<file path="config.mk">
export PLATFORM = sky130hd
export DESIGN_NAME = isa_mem_master
export DESIGN_NICKNAME = d
export VERILOG_FILES = /design/src/rtl/isa_mem_pkg.sv /design/src/rtl/isa_byte_plan.sv /design/src/rtl/isa_lane_steer.sv /design/src/rtl/isa_strobe_gen.sv /design/src/rtl/isa_cycle_seq.sv /design/src/rtl/isa_mem_master.sv
export SDC_FILE = /design/constraint.sdc
export NUM_CORES = 1
export LEC_CHECK = 0
export BUFFER_PORTS_ARGS = -buffer_cell sky130_fd_sc_hd__buf_4
export CORE_MARGIN = 5
export CORE_UTILIZATION = 40
export CTS_CLUSTER_DIAMETER = 60
export DETAILED_ROUTE_END_ITERATION = 7
export PLACE_DENSITY = 0.7
export SETUP_SLACK_MARGIN = 0.3
export SLEW_MARGIN = 20
export SYNTH_ARGS = -nofsm -noshare
export SYNTH_HDL_FRONTEND = slang
export SYNTH_HIERARCHICAL = 1
export SYNTH_SLANG_ARGS = --single-unit
export TNS_END_PERCENT = 30
</file>
<file path="constraint.sdc">
create_clock -name clk -period 5.2 [get_ports clk]
set_clock_uncertainty 0.1 [all_clocks]
set_input_delay 1.04 -clock clk [delete_from_list [all_inputs] [get_ports clk]]
set_output_delay 1.04 -clock clk [all_outputs]
set_load 0.01 [all_outputs]
</file>
<file path="src/rtl/isa_mem_pkg.sv">
package isa_mem_pkg;

  typedef enum logic [1:0] {
    ST_IDLE,
    ST_SETUP,
    ST_STROBE,
    ST_RECOVER
  } seq_state_t;

  // Which lanes a bus cycle uses
  typedef enum logic [1:0] {
    PH_WORD,   // all lanes, wide target
    PH_LO,     // low byte, even address
    PH_HI      // high byte moved to lanes 7:0, odd address
  } lane_phase_t;

endpackage

</file>
<file path="src/rtl/isa_byte_plan.sv">
module isa_byte_plan
  import isa_mem_pkg::*;
(
  input  logic        narrow,
  input  logic [1:0]  be,
  output lane_phase_t first_phase,
  output logic        two_beats
);

  always_comb begin
    first_phase = PH_WORD;
    two_beats   = 1'b0;
    if (narrow) begin
      case (be)
        2'b01:   first_phase = PH_LO;
        2'b10:   first_phase = PH_HI;
        default: begin
          first_phase = PH_LO;
          two_beats   = 1'b1;
        end
      endcase
    end
  end

endmodule

</file>
<file path="src/rtl/isa_lane_steer.sv">
module isa_lane_steer
  import isa_mem_pkg::*;
#(
  parameter int DATA_W = 16
) (
  input  lane_phase_t       wr_phase,
  input  logic [DATA_W-1:0] wdata,
  input  lane_phase_t       rd_phase,
  input  logic [DATA_W-1:0] din,
  input  logic [DATA_W-1:0] rd_acc,
  output logic [DATA_W-1:0] dout_next,
  output logic [DATA_W-1:0] rd_next
);

  localparam int BYTE_W = DATA_W / 2;

  always_comb begin
    case (wr_phase)
      PH_LO:   dout_next = {{BYTE_W{1'b0}}, wdata[BYTE_W-1:0]};
      PH_HI:   dout_next = {{BYTE_W{1'b0}}, wdata[DATA_W-1:BYTE_W]};
      default: dout_next = wdata;
    endcase
  end

  always_comb begin
    case (rd_phase)
      PH_LO:   rd_next = {rd_acc[DATA_W-1:BYTE_W], din[BYTE_W-1:0]};
      PH_HI:   rd_next = {din[BYTE_W-1:0], rd_acc[BYTE_W-1:0]};
      default: rd_next = din;
    endcase
  end

endmodule

</file>
<file path="src/rtl/isa_strobe_gen.sv">
module isa_strobe_gen #(
  parameter int ADDR_W = 24,
  parameter int LOW_W  = 20
) (
  input  logic              clk,
  input  logic              rst,
  input  logic              strobe_d,
  input  logic              wr_d,
  input  logic [ADDR_W-1:0] addr,
  output logic              memr_n,
  output logic              memw_n,
  output logic              smemr_n,
  output logic              smemw_n
);

  logic in_low;
  assign in_low = (addr[ADDR_W-1:LOW_W] == '0);

  always_ff @(posedge clk) begin
    if (rst) begin
      memr_n  <= 1'b1;
      memw_n  <= 1'b1;
      smemr_n <= 1'b1;
      smemw_n <= 1'b1;
    end else begin
      memr_n  <= !(strobe_d && !wr_d);
      memw_n  <= !(strobe_d && wr_d);
      smemr_n <= !(strobe_d && !wr_d && in_low);
      smemw_n <= !(strobe_d && wr_d && in_low);
    end
  end

endmodule

</file>
<file path="src/rtl/isa_cycle_seq.sv">
module isa_cycle_seq
  import isa_mem_pkg::*;
#(
  parameter int ADDR_W      = 24,
  parameter int DATA_W      = 16,
  parameter int STROBE_CLKS = 2
) (
  input  logic              clk,
  input  logic              rst,
  input  logic              req_valid,
  input  logic              req_write,
  input  logic [ADDR_W-1:0] req_addr,
  input  logic [DATA_W-1:0] req_wdata,
  input  lane_phase_t       first_phase,
  input  logic              two_beats,
  input  logic [DATA_W-1:0] dout_next,
  input  logic [DATA_W-1:0] rd_next,
  output lane_phase_t       steer_wr_phase,
  output logic [DATA_W-1:0] steer_wdata,
  output lane_phase_t       cur_phase,
  output logic              strobe_d,
  output logic              wr,
  output logic [ADDR_W-1:0] addr,
  output logic [DATA_W-1:0] dout,
  output logic              oe,
  output logic              done,
  output logic [DATA_W-1:0] rd_data
);

  localparam int CNT_W = (STROBE_CLKS > 1) ? $clog2(STROBE_CLKS) : 1;
  localparam logic [CNT_W-1:0] LAST = CNT_W'(STROBE_CLKS - 1);

  seq_state_t        state;
  logic [CNT_W-1:0]  cnt;
  logic              second_pend;
  logic [DATA_W-1:0] wdata_q;
  logic [ADDR_W-1:0] base_q;
  logic              accept;

  assign accept = (state == ST_IDLE) && req_valid;

  always_comb begin
    steer_wr_phase = accept ? first_phase : PH_HI;
    steer_wdata    = accept ? req_wdata : wdata_q;
    strobe_d       = (state == ST_SETUP) ||
                     ((state == ST_STROBE) && (cnt != LAST));
  end

  always_ff @(posedge clk) begin
    if (rst) begin
      state       <= ST_IDLE;
      cnt         <= '0;
      second_pend <= 1'b0;
      wdata_q     <= '0;
      base_q      <= '0;
      cur_phase   <= PH_WORD;
      wr          <= 1'b0;
      addr        <= '0;
      dout        <= '0;
      oe          <= 1'b0;
      done        <= 1'b0;
      rd_data     <= '0;
    end else begin
      done <= 1'b0;
      case (state)
        ST_IDLE: begin
          if (req_valid) begin
            wr          <= req_write;
            wdata_q     <= req_wdata;
            base_q      <= {req_addr[ADDR_W-1:1], 1'b0};
            cur_phase   <= first_phase;
            second_pend <= two_beats;
            addr        <= {req_addr[ADDR_W-1:1], (first_phase == PH_HI)};
            dout        <= dout_next;
            oe          <= req_write;
            rd_data     <= '0;
            state       <= ST_SETUP;
          end
        end
        ST_SETUP: begin
          cnt   <= '0;
          state <= ST_STROBE;
        end
        ST_STROBE: begin
          if (cnt == LAST) begin
            if (!wr) rd_data <= rd_next;
            state <= ST_RECOVER;
          end else begin
            cnt <= cnt + CNT_W'(1);
          end
        end
        default: begin
          if (second_pend) begin
            second_pend <= 1'b0;
            cur_phase   <= PH_HI;
            addr        <= {base_q[ADDR_W-1:1], 1'b1};
            dout        <= dout_next;
            state       <= ST_SETUP;
          end else begin
            oe    <= 1'b0;
            done  <= 1'b1;
            state <= ST_IDLE;
          end
        end
      endcase
    end
  end

endmodule

</file>
<file path="src/rtl/isa_mem_master.sv">
module isa_mem_master
  import isa_mem_pkg::*;
#(
  parameter int ADDR_W      = 24,
  parameter int DATA_W      = 16,
  parameter int LOW_W       = 20,
  parameter int STROBE_CLKS = 2
) (
  input  logic              clk,
  input  logic              rst,
  input  logic              req_valid,
  input  logic              req_write,
  input  logic [ADDR_W-1:0] req_addr,
  input  logic [DATA_W-1:0] req_wdata,
  input  logic [1:0]        req_be,
  input  logic              tgt_8bit,
  output logic              done,
  output logic [DATA_W-1:0] rd_data,
  output logic [ADDR_W-1:0] bus_addr,
  input  logic [DATA_W-1:0] bus_d_in,
  output logic [DATA_W-1:0] bus_d_out,
  output logic              bus_d_oe,
  output logic              bus_memr_n,
  output logic              bus_memw_n,
  output logic              bus_smemr_n,
  output logic              bus_smemw_n
);

  lane_phase_t       first_phase;
  logic              two_beats;
  lane_phase_t       steer_wr_phase;
  lane_phase_t       cur_phase;
  logic [DATA_W-1:0] steer_wdata;
  logic [DATA_W-1:0] dout_next;
  logic [DATA_W-1:0] rd_next;
  logic              strobe_d;
  logic              wr;

  isa_byte_plan u_plan (
    .narrow      (tgt_8bit),
    .be          (req_be),
    .first_phase (first_phase),
    .two_beats   (two_beats)
  );

  isa_lane_steer #(.DATA_W(DATA_W)) u_steer (
    .wr_phase  (steer_wr_phase),
    .wdata     (steer_wdata),
    .rd_phase  (cur_phase),
    .din       (bus_d_in),
    .rd_acc    (rd_data),
    .dout_next (dout_next),
    .rd_next   (rd_next)
  );

  isa_cycle_seq #(
    .ADDR_W(ADDR_W), .DATA_W(DATA_W), .STROBE_CLKS(STROBE_CLKS)
  ) u_seq (
    .clk            (clk),
    .rst            (rst),
    .req_valid      (req_valid),
    .req_write      (req_write),
    .req_addr       (req_addr),
    .req_wdata      (req_wdata),
    .first_phase    (first_phase),
    .two_beats      (two_beats),
    .dout_next      (dout_next),
    .rd_next        (rd_next),
    .steer_wr_phase (steer_wr_phase),
    .steer_wdata    (steer_wdata),
    .cur_phase      (cur_phase),
    .strobe_d       (strobe_d),
    .wr             (wr),
    .addr           (bus_addr),
    .dout           (bus_d_out),
    .oe             (bus_d_oe),
    .done           (done),
    .rd_data        (rd_data)
  );

  isa_strobe_gen #(.ADDR_W(ADDR_W), .LOW_W(LOW_W)) u_strobe (
    .clk      (clk),
    .rst      (rst),
    .strobe_d (strobe_d),
    .wr_d     (wr),
    .addr     (bus_addr),
    .memr_n   (bus_memr_n),
    .memw_n   (bus_memw_n),
    .smemr_n  (bus_smemr_n),
    .smemw_n  (bus_smemw_n)
  );

endmodule

</file>
======== Yosys cells after proc, flatten, opt, wreduce, memory -nomap -nowiden ========
Cells that the tools add are included.
word-level totals
  output and inout port bits .............. 62
  bits of input ports ..................... 63
  register bits after elaboration ......... 108
operators by class
  reductions and logical operators ........ 27
  multiplexer cells ....................... 33
  add/sub/neg operators ................... 1
  eq/ne operators ......................... 15
  bitwise gates (word level) .............. 2
operators with widths
  kind                number
  $pmux 16 s2         4
  $mux 16             6
  $mux 24             2
  $pmux 24 s2         1
  $mux 2              7
  $eq 2x2->1 const B  5
  $ne 2x2->1 const B  5
  $reduce_and 5->1    2
  $eq 2x1->1 const B  4
  $mux 1              8
  $logic_and 1x1->1   6
  $pmux 1 s2          3
  $pmux 2 s3          1
  $reduce_and 2->1    3
  $reduce_and 3->1    2
  $reduce_bool 2->1   3
  $logic_not 1->1     5
  $logic_not 4->1     1
  $pmux 2 s2          1
  $reduce_or 2->1     2
  $reduce_or 4->1     1
  $logic_not 2->1     1
  $ne 2x1->1 const B  1
  $not 1->1           2
  2 further kinds     2

======== Longest topological paths before layout ========
  depth after elaboration ................. 8
  gate-level depth with buffers ........... 14
  gate-level depth less buffers ........... 11

======== By module ========
Netlist, hierarchy kept.
by module, submodules not included
  module          cells an instance  instances  area an instance (um2)
  isa_cycle_seq   476                1          4,369.2
  isa_lane_steer  67                 1          464.2
  isa_strobe_gen  9                  1          137.6
  isa_byte_plan   5                  1          38.8

======== Worst setup path after synthesis ========
No wires, ideal clock.
  path kind ............................... input to register
  start ................................... input port req_valid
  end ..................................... register u_seq.dout[0]
  library setup time ...................... 132 ps
  stages on the path ...................... 11
  buffers on the path ..................... 4
  arrival ................................. 2,658 ps
  path slack .............................. 2,310 ps
  cell sequence ........................... buf_6 -> and2_1 -> buf_2 -> buf_2 -> nand2_1 -> ha_1 -> or2_1 -> buf_2 -> a22o_1 -> nand3_1 -> a21oi_1
on the way
  cells in the longest elaborated chain, start to end .. 6
ends and longest elaborated chain
  what                                      RTL line                                  RTL
  from (decl)                               isa_mem_master.sv:11                      input logic req_valid,
  $logic_and 1x1->1 *                       isa_cycle_seq.sv:40                       assign accept = (state == ST_IDLE) && req_valid;
  $mux 2 *                                  isa_cycle_seq.sv:43                       steer_wr_phase = accept ? first_phase : PH_HI;
  named net steer_wr_phase[1]               isa_mem_master.sv:31                      lane_phase_t steer_wr_phase;
  $eq 2x2->1 or $eq 2x1->1 (tied branches)  isa_lane_steer.sv:18                      case (wr_phase)
  $pmux 16 s2 *                             isa_lane_steer.sv:18
  named net dout_next[0]                    isa_mem_master.sv:34                      logic [DATA_W-1:0] dout_next;
  $mux 16, on equally long branches         isa_cycle_seq.sv:93, isa_cycle_seq.sv:67
  $pmux 16 s2 *                             isa_cycle_seq.sv:65                       case (state)
  to (signal assigned)                      isa_cycle_seq.sv:74                       dout <= dout_next;
  to (signal assigned)                      isa_cycle_seq.sv:97                       dout <= dout_next;
  to (decl)                                 isa_cycle_seq.sv:24                       output logic [DATA_W-1:0] dout,
The timed path passes the listed nets; every way through them passes the cells marked *. The select of a mux whose other input is x is not followed.
A chain may end at the register's enable or synchronous reset.

======== Worst setup path after layout ========
  start ................................... register u_seq.state[1]
  end ..................................... register u_seq.dout[5]
on the way
  cells in the longest elaborated chain, start to end .. 7
ends and longest elaborated chain
  what                                      RTL line                                  RTL
  from (decl)                               isa_cycle_seq.sv:33                       seq_state_t state;
  from (signal assigned)                    isa_cycle_seq.sv:51                       state <= ST_IDLE;
  from (signal assigned)                    isa_cycle_seq.sv:77                       state <= ST_SETUP;
  from (signal assigned)                    isa_cycle_seq.sv:82                       state <= ST_STROBE;
  $logic_not 2->1 *                         isa_cycle_seq.sv:40
  $logic_and 1x1->1 *                       isa_cycle_seq.sv:40
  $mux 2 *                                  isa_cycle_seq.sv:43
  named net steer_wr_phase[1]               isa_mem_master.sv:31
  $eq 2x2->1 or $eq 2x1->1 (tied branches)  isa_lane_steer.sv:18
  $pmux 16 s2 *                             isa_lane_steer.sv:18
  named net dout_next[5]                    isa_mem_master.sv:34
  $mux 16, on equally long branches         isa_cycle_seq.sv:93, isa_cycle_seq.sv:67
  $pmux 16 s2 *                             isa_cycle_seq.sv:65
Marks and branches as above.

==> results.cfg <==
[critical_path]
cp_slowest_cell = nor2b_1
worstReg2RegStart = u_seq/state[1]$_SDFFE_PP0P_
reg2reg_depth = 10
end_kind = flop
slowest_delay_ps = 620
start_kind = flop
critPathMostFrequentCell = ha_1
cp-startpoint = u_seq/state[1]$_SDFFE_PP0P_
required_ps = 5370
critPathCapture = u_seq/dout[5]$_SDFFE_PP0P_
arrival_ps = 3480
path_cells = inv_1, ha_1, and2_1, buf_4, nand2_1, ha_1, nor2b_1, a22o_1, nand3_1, a21oi_1
reg2reg_slack_ps = 1890
r2r-end = u_seq/dout[5]$_SDFFE_PP0P_
worstPathMaxFanout = 25
worst-setup-path-type = reg -> reg

[die]
die_w_um = 122
ios = 125
dieArea_um2 = 14900
start_util_pct = 41.2
fp.coreArea_um2 = 12200
dieHeight_um = 122
rows = 40

[run_status]
outcome = finished clean

[logic_synthesis]
netlist.area_leader.share_pct = 43.2
syn_nets = 631
post_synth.cell_area_avg_um2 = 8.99
yosysMostFrequentCell = dfxtp_1
syn_inst = 557
ys.flop_type = dfxtp_1
synth_cell_types = 46
yosys.area.top_type = dfxtp_1
ys_async_sr_fraction_pct = 0
synth_common_cells = dfxtp_1 (108), nand2_1 (75), a21oi_1 (68), o21ai_0 (30), and2_1 (26)
synth_seq_cells = 108
ys_seq_area_share_pct = 43.2
syn_area_um2 = 5010
synth_edf_count = 0
yosys_warnings = 6
yosys-top-cells-area = dfxtp_1 (43%), a21oi_1 (6.8%), nand2_1 (5.6%), mux2i_1 (4.8%), a211oi_1 (3.4%)

[drt]
routed_via_density = 5.54
drc = 0
vias = 4493
ant_nets = 0
first_iter_violations = 310
drt-total-wl_um = 13600
wl_per_cell_um = 16.8
dr.pass1.iters = 5

[global_route]
grt_pass1_vias = 4403
track_usage_pct = 18.2
grt_pass1_wl_um = 21900
gr-total-overflow = 0
grt_max_degree = 89
antenna_found_initial = 0

[clocking]
root_buffer = clkbuf_16
post-cts-setup-buffers = 0
clock_path_buffers = 2
cts_buffers = 9
hold_buffers = 0
cts_tree = done
cts.clk_slew.worst_paths_ps = 70
h-tree-depth = 3
clock_latency_ps = 340
cts.sink_count = 108
post_cts_resized = 0

[timing]
final_max_slew_viol_count = 0
slew_headroom_pct = 26.1
min_period_ps = 3310
tns_ps = 0
setup_viol = 0
rsz0062_at_grt = false
min_period_over_period_pct = 63.6
hold_viol = 0
worstMarginPinSlew_ps = 1110
fmax_mhz = 303

[power]
power.leakage_nw = 2.58
vdd_drop_max_v = 0.000217
p_per_area_nw_per_um2 = 558

[cells_and_area]
syn2layout_area_growth_pct = 24.1
drive_gt1_share_pct = 26.0
final_cells = 811
nets = 712
antenna_cells = 0

[placement]
dp_cells = 795
place.gp.congestion = 0.840
dp_hpwl_um = 8810
buffer_ports.inserted = 123

[flow_run]
drv_cap = 0

[min_path]
hold_class = reg -> reg
hold_depth = 2
## worst max-delay path: cells and delay by family (launching register included)
| family | cells | cell delay [ps] |
|---|---|---|
| AO/OA/AOI/OAI | 2 | 410 |
| adder cells (fa/ha/maj) | 2 | 890 |
| buffers and inverters | 2 | 450 |
| flip-flops | 1 | 360 |
| AND/OR/NAND/NOR | 4 | 1020 |
## cell families after synthesis
kind of cell / synth area share [%]
simple gates: 15.0
buf+inv: 6.62
mux: 9.07
compound gates: 23.5
fa+ha+maj: 2.75
flops: 43.2
## sequential cells by signal, summed over array words and instances (netlist names), 2 cells and up
signal	count
u_seq/addr	24
u_seq/cur_phase	2
u_seq/base_q	23
u_seq/dout	16
u_seq/state	2
u_seq/wdata_q	16
u_seq/rd_data	16
## final cells by class
type                            instances  area [um^2]
Clock inverter                          6         88.8
Multi-Input combinational cell        382         2540
Sequential cell                       108         2160
Clock buffer                           10          229
Fill cell                            1129         5950
Tap cell                              168          210
Timing Repair Buffer                  126          946
Inverter                               11         41.3
## routing by layer
layer	share of wire [%]	track usage, %	vias up
met5	0	0	-
met4	1.9	7.63	0
met3	7.8	5.01	23
met2	47	29.6	154
met1	43	22.7	2146
li1	-	-	2170
## worst min path at each step
stage                                   from                       endpoint
5_1_grt        u_seq/base_q[17]$_SDFFE_PP0N_  u_seq/base_q[17]$_SDFFE_PP0N_
4_1_cts         u_seq/base_q[8]$_SDFFE_PP0N_   u_seq/base_q[8]$_SDFFE_PP0N_
3_3_place_gp   u_seq/base_q[10]$_SDFFE_PP0N_  u_seq/base_q[10]$_SDFFE_PP0N_
2_1_floorplan          u_seq/wr$_SDFFE_PP0N_     u_strobe/memw_n$_SDFF_PP1_
6_report       u_seq/base_q[20]$_SDFFE_PP0N_  u_seq/base_q[20]$_SDFFE_PP0N_
3_5_place_dp    u_seq/base_q[8]$_SDFFE_PP0N_   u_seq/base_q[8]$_SDFFE_PP0N_
## per-stage QoR
stage / setup slack, ps / util [%] / power [W] / hold slack, ps / cell area, um^2
after global placement: 1820 / 48.4 / 0.00268 / 341 / 5880
after detailed placement: 1740 / 48.4 / 0.00272 / 346 / 5880
after floorplan: 2310 / - / 0.00228 / 318 / 5010
after global routing: 1680 / 51.1 / 0.00368 / 377 / 6210
final: 1890 / 51.1 / 0.00346 / 354 / 6210
after CTS: 2000 / 51.0 / 0.00346 / 356 / 6200
## where the power goes
group | internal, W | leakage [nW] | switching, W
sequential | 0.00102 | 0.883 | 0.000122
combinational | 0.000621 | 1.55 | 0.000968
clock | 0.000422 | 0.149 | 0.000308
total | 0.00207 | 2.58 | 0.00140
## placed cells by master (no fill, tap or decap), types with 2 or more instances in the layout
cell type and n:
o311ai_0 16, mux2_1 2, dfxtp_1 108, a21oi_1 68
bufinv_16 2, or2_1 2, nand2_2 2, mux2i_1 24
a211oi_1 23, clkbuf_16 9, nand3_1 18, buf_4 126
nor2b_1 4, ha_1 11, a22o_1 16, a22oi_1 8
o41ai_1 15, inv_1 11, o21ai_0 30, clkinvlp_4 2
nor2b_2 2, nand2_1 75, mux2_2 15, o31ai_1 2
nand3b_1 2, nand2b_1 4, and2_1 26
Note: power is estimated with default switching activity, not from simulation.
